===== config.mk =====
export PLATFORM = sky130hd
export DESIGN_NAME = err_halt_unit
export DESIGN_NICKNAME = d
export VERILOG_FILES = /design/src/rtl/err_halt_pkg.sv /design/src/rtl/err_sticky_cell.sv /design/src/rtl/err_mask_reg.sv /design/src/rtl/err_rd_mux.sv /design/src/rtl/err_halt_unit.sv
export SDC_FILE = /design/constraint.sdc
export NUM_CORES = 1
export LEC_CHECK = 0
export ABC_CLOCK_PERIOD_IN_PS = 1500
export BUFFER_PORTS_ARGS = -buffer_cell sky130_fd_sc_hd__buf_2
export CAP_MARGIN = 10
export CORE_UTILIZATION = 25
export CTS_CLUSTER_DIAMETER = 60
export DETAILED_ROUTE_END_ITERATION = 10
export HOLD_SLACK_MARGIN = 0.05
export PLACE_DENSITY = 0.6
export SLEW_MARGIN = 5
export SYNTH_ARGS = -nofsm -noshare
export SYNTH_HDL_FRONTEND = slang
export SYNTH_SLANG_ARGS = --single-unit

===== constraint.sdc =====
create_clock -name clk_i -period 1.5 [get_ports clk_i]
set_input_delay 0.15 -clock clk_i [delete_from_list [all_inputs] [get_ports clk_i]]
set_output_delay 0.15 -clock clk_i [all_outputs]
set_load 0.02 [all_outputs]

===== src/rtl/err_halt_pkg.sv =====
package err_halt_pkg;
  localparam int unsigned DATA_W  = 32;
  localparam int unsigned NUM_SRC = 4;

  typedef enum int unsigned {
    SRC_MODE = 0,
    SRC_ADDR = 1,
    SRC_UNF  = 2,
    SRC_INT  = 3
  } err_src_e;

  // status/mask bit position per source; decoded by software
  localparam int unsigned SRC_BIT [NUM_SRC] = '{31, 30, 25, 20};

  function automatic logic [DATA_W-1:0] impl_mask();
    logic [DATA_W-1:0] m;
    m = '0;
    for (int i = 0; i < int'(NUM_SRC); i++) m[SRC_BIT[i]] = 1'b1;
    return m;
  endfunction

  localparam logic [DATA_W-1:0] IMPL_MASK = impl_mask();
endpackage


===== src/rtl/err_sticky_cell.sv =====
module err_sticky_cell (
  input  logic clk_i,
  input  logic rst_ni,
  input  logic evt_i,
  input  logic mask_i,
  input  logic clr_i,
  output logic q_o
);
  logic set;
  assign set = evt_i & ~mask_i;

  always_ff @(posedge clk_i or negedge rst_ni) begin
    if (!rst_ni)    q_o <= 1'b0;
    else if (set)   q_o <= 1'b1;  // set beats clear
    else if (clr_i) q_o <= 1'b0;
  end

  p_set_r3: assert property (@(posedge clk_i) disable iff (!rst_ni)
    (evt_i && !mask_i) |=> q_o);
  p_masked_hold_r2: assert property (@(posedge clk_i) disable iff (!rst_ni)
    (mask_i && !clr_i) |=> (q_o == $past(q_o)));
  p_w1c_r6: assert property (@(posedge clk_i) disable iff (!rst_ni)
    (clr_i && !(evt_i && !mask_i)) |=> !q_o);
  p_set_wins_r8: assert property (@(posedge clk_i) disable iff (!rst_ni)
    (clr_i && evt_i && !mask_i) |=> q_o);
endmodule


===== src/rtl/err_mask_reg.sv =====
module err_mask_reg #(
  parameter int unsigned             DATA_W = 32,
  parameter logic [DATA_W-1:0]       IMPL   = '1
) (
  input  logic              clk_i,
  input  logic              rst_ni,
  input  logic              we_i,
  input  logic [DATA_W-1:0] wdata_i,
  output logic [DATA_W-1:0] mask_o
);
  always_ff @(posedge clk_i or negedge rst_ni) begin
    if (!rst_ni)   mask_o <= '0;
    else if (we_i) mask_o <= wdata_i & IMPL;
  end

  p_mask_load_r5: assert property (@(posedge clk_i) disable iff (!rst_ni)
    we_i |=> ((mask_o & ~IMPL) == '0));
  p_mask_hold_r10: assert property (@(posedge clk_i) disable iff (!rst_ni)
    !we_i |=> $stable(mask_o));
endmodule


===== src/rtl/err_rd_mux.sv =====
module err_rd_mux #(
  parameter int unsigned          DATA_W   = 32,
  parameter int unsigned          ADDR_W   = 4,
  parameter logic [ADDR_W-1:0]    MASK_OFS = '0,
  parameter logic [ADDR_W-1:0]    STAT_OFS = 4
) (
  input  logic [ADDR_W-1:0] addr_i,
  input  logic [DATA_W-1:0] mask_i,
  input  logic [DATA_W-1:0] stat_i,
  output logic [DATA_W-1:0] rdata_o
);
  always_comb begin
    unique case (addr_i)
      MASK_OFS: rdata_o = mask_i;
      STAT_OFS: rdata_o = stat_i;
      default:  rdata_o = '0;
    endcase
  end
endmodule


===== src/rtl/err_halt_unit.sv =====
module err_halt_unit
  import err_halt_pkg::*;
#(
  parameter int unsigned       ADDR_W   = 4,
  parameter logic [ADDR_W-1:0] MASK_OFS = 'h0,
  parameter logic [ADDR_W-1:0] STAT_OFS = 'h4
) (
  input  logic              clk_i,
  input  logic              rst_ni,
  input  logic              reg_we_i,
  input  logic [ADDR_W-1:0] reg_addr_i,
  input  logic [DATA_W-1:0] reg_wdata_i,
  output logic [DATA_W-1:0] reg_rdata_o,
  input  logic              mode_err_i,
  input  logic              addr_err_i,
  input  logic              fifo_unf_err_i,
  input  logic              int_err_i,
  output logic              irq_o,
  output logic              halt_o
);
  logic [NUM_SRC-1:0] src_evt, src_q, src_mask;
  logic [DATA_W-1:0]  mask_q, stat_w;
  logic               mask_we, stat_we;

  assign mask_we = reg_we_i && (reg_addr_i == MASK_OFS);
  assign stat_we = reg_we_i && (reg_addr_i == STAT_OFS);

  always_comb begin
    src_evt           = '0;
    src_evt[SRC_MODE] = mode_err_i;
    src_evt[SRC_ADDR] = addr_err_i;
    src_evt[SRC_UNF]  = fifo_unf_err_i;
    src_evt[SRC_INT]  = int_err_i;
  end

  err_mask_reg #(.DATA_W(DATA_W), .IMPL(IMPL_MASK)) u_mask (
    .clk_i, .rst_ni,
    .we_i    (mask_we),
    .wdata_i (reg_wdata_i),
    .mask_o  (mask_q)
  );

  for (genvar i = 0; i < int'(NUM_SRC); i++) begin : g_src
    assign src_mask[i] = mask_q[SRC_BIT[i]];
    err_sticky_cell u_cell (
      .clk_i, .rst_ni,
      .evt_i  (src_evt[i]),
      .mask_i (src_mask[i]),
      .clr_i  (stat_we & reg_wdata_i[SRC_BIT[i]]),
      .q_o    (src_q[i])
    );
  end

  always_comb begin
    stat_w = '0;
    for (int i = 0; i < int'(NUM_SRC); i++) stat_w[SRC_BIT[i]] = src_q[i];
  end

  err_rd_mux #(.DATA_W(DATA_W), .ADDR_W(ADDR_W),
               .MASK_OFS(MASK_OFS), .STAT_OFS(STAT_OFS)) u_rd (
    .addr_i  (reg_addr_i),
    .mask_i  (mask_q),
    .stat_i  (stat_w),
    .rdata_o (reg_rdata_o)
  );

  assign irq_o  = |src_q;
  assign halt_o = |src_q;

  p_rise_cause_r3: assert property (@(posedge clk_i) disable iff (!rst_ni)
    $rose(irq_o) |-> $past(|(src_evt & ~src_mask)));
  p_halt_drop_r7: assert property (@(posedge clk_i) disable iff (!rst_ni)
    $fell(halt_o) |-> $past(stat_we));
  p_mask_no_set_r9: assert property (@(posedge clk_i) disable iff (!rst_ni)
    (src_evt == '0) |=> ((src_q & ~$past(src_q)) == '0));
  always_comb begin
    if (rst_ni) p_rsvd_zero_r5: assert ((reg_rdata_o & ~IMPL_MASK) == '0);
  end
endmodule


# Word-level counts from Yosys, hierarchy flattened
# Cells that the tools add are included.
# W data, S select, Z words.
[totals]
ff_bits = 8
in_bits = 43
word_cells = 35
[classes]
n_eq_ne = 1
n_mux = 9
bitwise = 12
reduce_logical = 8
[ops]
columns = ["operator", "n"]
rows = [
  ["$pmux W32 S2", 1],
  ["$and A1 B1 Y1", 8],
  ["$mux W1", 8],
  ["$reduce_bool A2 Y1", 4],
  ["$eq A4 B3 Y1 const B", 1],
  ["$logic_not A4 Y1", 1],
  ["$not A1 Y1", 4],
  ["$reduce_or A4 Y1", 1],
  ["$logic_and A1 B1 Y1", 2],
]

# Logic depth before layout (Yosys ltp)
[logic_depth]
ltp_word = 5
depth_mapped = 4

# Cells and area by module
# From an unflattened synthesis, not the netlist that was laid out.
[unflattened]
cells_unflattened = 135
hier_area_um2 = 1118.6
[modules_own_cells]
columns = ["module", "n_inst", "cells_per_inst", "area_per_inst_um2"]
rows = [
  ["err_rd_mux", 1, 73, 505.5],
  ["err_mask_reg", 1, 37, 359.1],
  ["err_sticky_cell", 4, 4, 45.0],
  ["err_halt_unit", 1, 9, 73.8],
]

# Least setup slack after synthesis
# Ideal clock, no wire load.
[synth_timing]
path_type = "reg-to-output"
startpoint = "register g_src[3].u_cell.q_o"
endpoint = "output irq_o"
arrival_time_ns = 1.225
required_time_ns = 1.350
slack_ns = 0.125
stages_incl_launch_ff = 3
path_cell_list = "dfrtp_1 or4_1 buf_4"
[synth_via]
elab_chain_len = 1
[synth_rtl]
columns = ["element", "line_no", "text"]
rows = [
  ["from (decl)", "err_sticky_cell.sv:7", "output logic q_o"],
  ["from (signal assigned)", "err_sticky_cell.sv:13", "if (!rst_ni) q_o <= 1'b0;"],
  ["from (signal assigned)", "err_sticky_cell.sv:14", "else if (set) q_o <= 1'b1;"],
  ["from (signal assigned)", "err_sticky_cell.sv:15", "else if (clr_i) q_o <= 1'b0;"],
  ["$reduce_or A4 Y1", "-", ""],
  ["to (decl)", "err_halt_unit.sv:18", "output logic irq_o,"],
]
# Every way passes these cells.

# Worst setup path in the final report
[layout_timing]
startpoint = "register g_src[1].u_cell.q_o"
endpoint = "output halt_o"
[layout_via]
elab_chain_len = 1
[layout_rtl]
columns = ["element", "line_no", "text"]
rows = [
  ["from (decl)", "err_sticky_cell.sv:7", ""],
  ["from (signal assigned)", "err_sticky_cell.sv:13", ""],
  ["from (signal assigned)", "err_sticky_cell.sv:14", ""],
  ["from (signal assigned)", "err_sticky_cell.sv:15", ""],
  ["$reduce_or A4 Y1", "err_halt_unit.sv:68", "assign halt_o = |src_q;"],
  ["to (decl)", "err_halt_unit.sv:19", "output logic halt_o"],
]
# Every way passes these cells.

==> impl_metrics.py <==
metrics = {
    "final_layout": {
        "fin_util_pct": 29.6,
        "syn_to_final_growth_pct": 11.0,
        "final_cells": 123,
        "fillers": 279,
        "seq_area_um2": 200,
        "insertedDiodeCount": 0,
        "finish.net_count": 138,
        "multi_input_area_um2": 328,
        "drive_above_1_share_pct": 34.4,
    },
    "sta": {
        "skew_ns": 0.000210,
        "fmax_ghz": 0.679,
        "post-route-period-util_pct": 98.2,
        "drv_slew": 0,
        "finalHoldViolations": 0,
        "post-route-min-period_ns": 1.47,
        "rsz0062_at_grt": "true",
        "setup_viol": 0,
    },
    "clock_network": {
        "cts_max_level": 1,
        "clkTransAtPathRegs_ns": 0.05,
        "cts_tree": "yes",
        "clock_sinks": 8,
        "clk_latency_ns": 0.25,
        "numCtsBuffers": 3,
        "cts_buffer_depth": 2,
        "clockRootBuffer": "clkbuf_4",
    },
    "critical_path": {
        "r2r_cells": 1,
        "startpoint_type": "register",
        "cp_max_fo": 3,
        "worstSetupPathType": "register to primary output",
        "crit_chain": "or4_4 > buf_6",
        "arrival_ns": 1.32,
        "endpoint_kind": "primary output",
        "cp_slowest_cell": "or4_4",
        "slowest_delay_ns": 0.54,
        "worstPathRequired_ns": 1.35,
    },
    "min_path": {
        "hp-class": "input port to register",
        "whs_path_depth": 3,
    },
    "floorplanning": {
        "die-area_um2": 2850,
        "start_util_pct": 26.7,
        "ioPinCount": 77,
        "die_w_um": 53.4,
        "chipHeight_um": 53.4,
        "rows": 18,
        "core_um2": 2480,
    },
    "route": {
        "drc": 0,
        "wire_per_inst_um": 8.96,
        "detail_route.vias_per_cell": 3.62,
        "first_iter_violations": 4,
        "vias": 445,
        "ant_nets": 0,
        "dr.pass1.iters": 2,
        "finalWirelength_um": 1100,
    },
    "job": {
        "cap_violations": 0,
    },
    "synth": {
        "ys_top_cells_by_count": "buf_4 (29), dfrtp_1 (8), o21ai_0 (8)",
        "yosysTopAreaCellShare_pct": 33.0,
        "synth_area_leader_cell": "buf_4",
        "synthTopCellsByArea": "buf_4 (33%), dfrtp_1 (30%), mux2_4 (9.1%)",
        "seq_area_frac_synth_pct": 30.3,
        "synth.most_common_cell": "buf_4",
        "synth_area_um2": 661,
        "synth-main-ff-cell": "dfrtp_1",
        "synth.distinct_cells": 14,
        "synth-edff-count": 0,
        "ys_seq_elements": 8,
        "syn_inst": 71,
        "synthArstFlopShare_pct": 100,
        "ys_warn_count": 0,
        "syn_avg_cell_area_um2": 9.30,
    },
    "power_and_ir_drop": {
        "seqPwrFrac_pct": 44.8,
        "pwr_density_cell_nw_per_um2": 807,
        "p_switching_uw": 192,
        "p_int_uw": 400,
        "leakage_nw": 0.408,
        "ir_drop_mv": 0.294,
        "swShare_pct": 32.4,
        "combPwrFrac_pct": 28.6,
        "power_frac_clock_pct": 26.5,
    },
    "grt": {
        "overflow": 0,
        "antenna_found_initial": 0,
        "grt_max_degree": 10,
        "track_usage_pct": 8.45,
        "grt_pass1_vias": 374,
        "grt_pass1_wl_um": 1600,
    },
    "placement": {
        "dp_cells": 118,
        "dp_hpwl_um": 933,
        "numPortBuffers": 20,
        "place.gp.congestion": 0.726,
    },
    "status": {
        "run_status": "complete, no violations",
    },
}
## registers in the layout, indices dropped and copies added (netlist names)
name              flops
g_src.u_cell.q_o      4
u_mask.mask_o         4
## worst max-delay path, delay by kind of cell (launching register included)
family                 cells  cell delay [ns]
buffers and inverters      1             0.15
flip-flops                 1             0.39
AND/OR/NAND/NOR            1             0.54
## placed cells by master, fill, tap and decap left out, drive strengths merged
cell type,count
or3,1
dlygate4sd3,1
buf,21
nand2,4
mux2,4
or4,1
nor2,5
or4b,1
conb,28
mux2i,4
inv,4
o21ai,8
clkbuf,3
dfrtp,8
## final timing paths
kind | start | slack (ns) | to
max | g_src[1].u_cell.q_o | 0.03 | halt_o
min | mode_err_i | 0.14 | g_src[0].u_cell.q_o
max reg2reg | u_mask.mask_o[20] | 0.72 | u_mask.mask_o[20]
min reg2reg | u_mask.mask_o[25] | 0.49 | g_src[2].u_cell.q_o
max in group asynchronous | rst_ni | 1.06 | g_src[0].u_cell.q_o
min in group asynchronous | rst_ni | 0.28 | u_mask.mask_o[30]
## through the flow
step / setup TNS, ns / power, mW / area, um2 / hold WS (ns) / setup slack (ns)
2_1_floorplan: 0 / 0.451 / 762 / -0.146 / 0.125
3_3_place_gp: 0 / 0.429 / 677 / -0.00691 / 0.0658
3_5_place_dp: 0 / 0.436 / 677 / -0.000178 / 0.0349
4_1_cts: -0.000847 / 0.603 / 726 / 0.129 / -0.000445
5_1_grt: -0.0254 / 0.632 / 733 / 0.140 / -0.0128
6_report: 0 / 0.592 / 733 / 0.138 / 0.0264
## cells by family (layout without fill, tap and decap cells)
family,Yosys count,count (layout),synth area share (%)
flip-flops,8,8,30.3
AND/OR/NAND/NOR,12,12,11.9
multiplexers,8,8,15.2
AO/OA/AOI/OAI,8,8,6.06
buffers and inverters,34,29,36.0
other,1,28,0.568
## what timing repair did
| item | 4_1_cts | 5_1_grt |
|---|---|---|
| endpoints found under the setup margin | 2 | 2 |
| endpoints found under the hold margin | 8 | 0 |
| hold buffers | 1 | 0 |
| setup buffers | 1 | 0 |
| resized for setup | 3 | 2 |
## power by group through the flow
stage | sequential [mW] | combinational (mW) | clock, mW
2_1_floorplan | 0.261 | 0.190 | 0
3_3_place_gp | 0.265 | 0.164 | 0
3_5_place_dp | 0.269 | 0.167 | 0
4_1_cts | 0.266 | 0.171 | 0.166
5_1_grt | 0.269 | 0.186 | 0.178
6_report | 0.265 | 0.170 | 0.157
## per-layer routing
metal  vias up  GRT usage (%)  wire length [um]
li1        219              -                 -
met1       194           10.3               485
met2        32           11.9               508
met3         0           2.87               109
met4         0           6.58                 0
met5         -              0                 0
## layout make-up
cell class,instances,area share (%)
multi-input combinational,56,44.7
sequential,8,27.3
timing repair buffer,22,17.7
tap,30,5.12
clock buffer,3,3.07
inverter,4,2.05
Power figures use the tool's default switching activity.
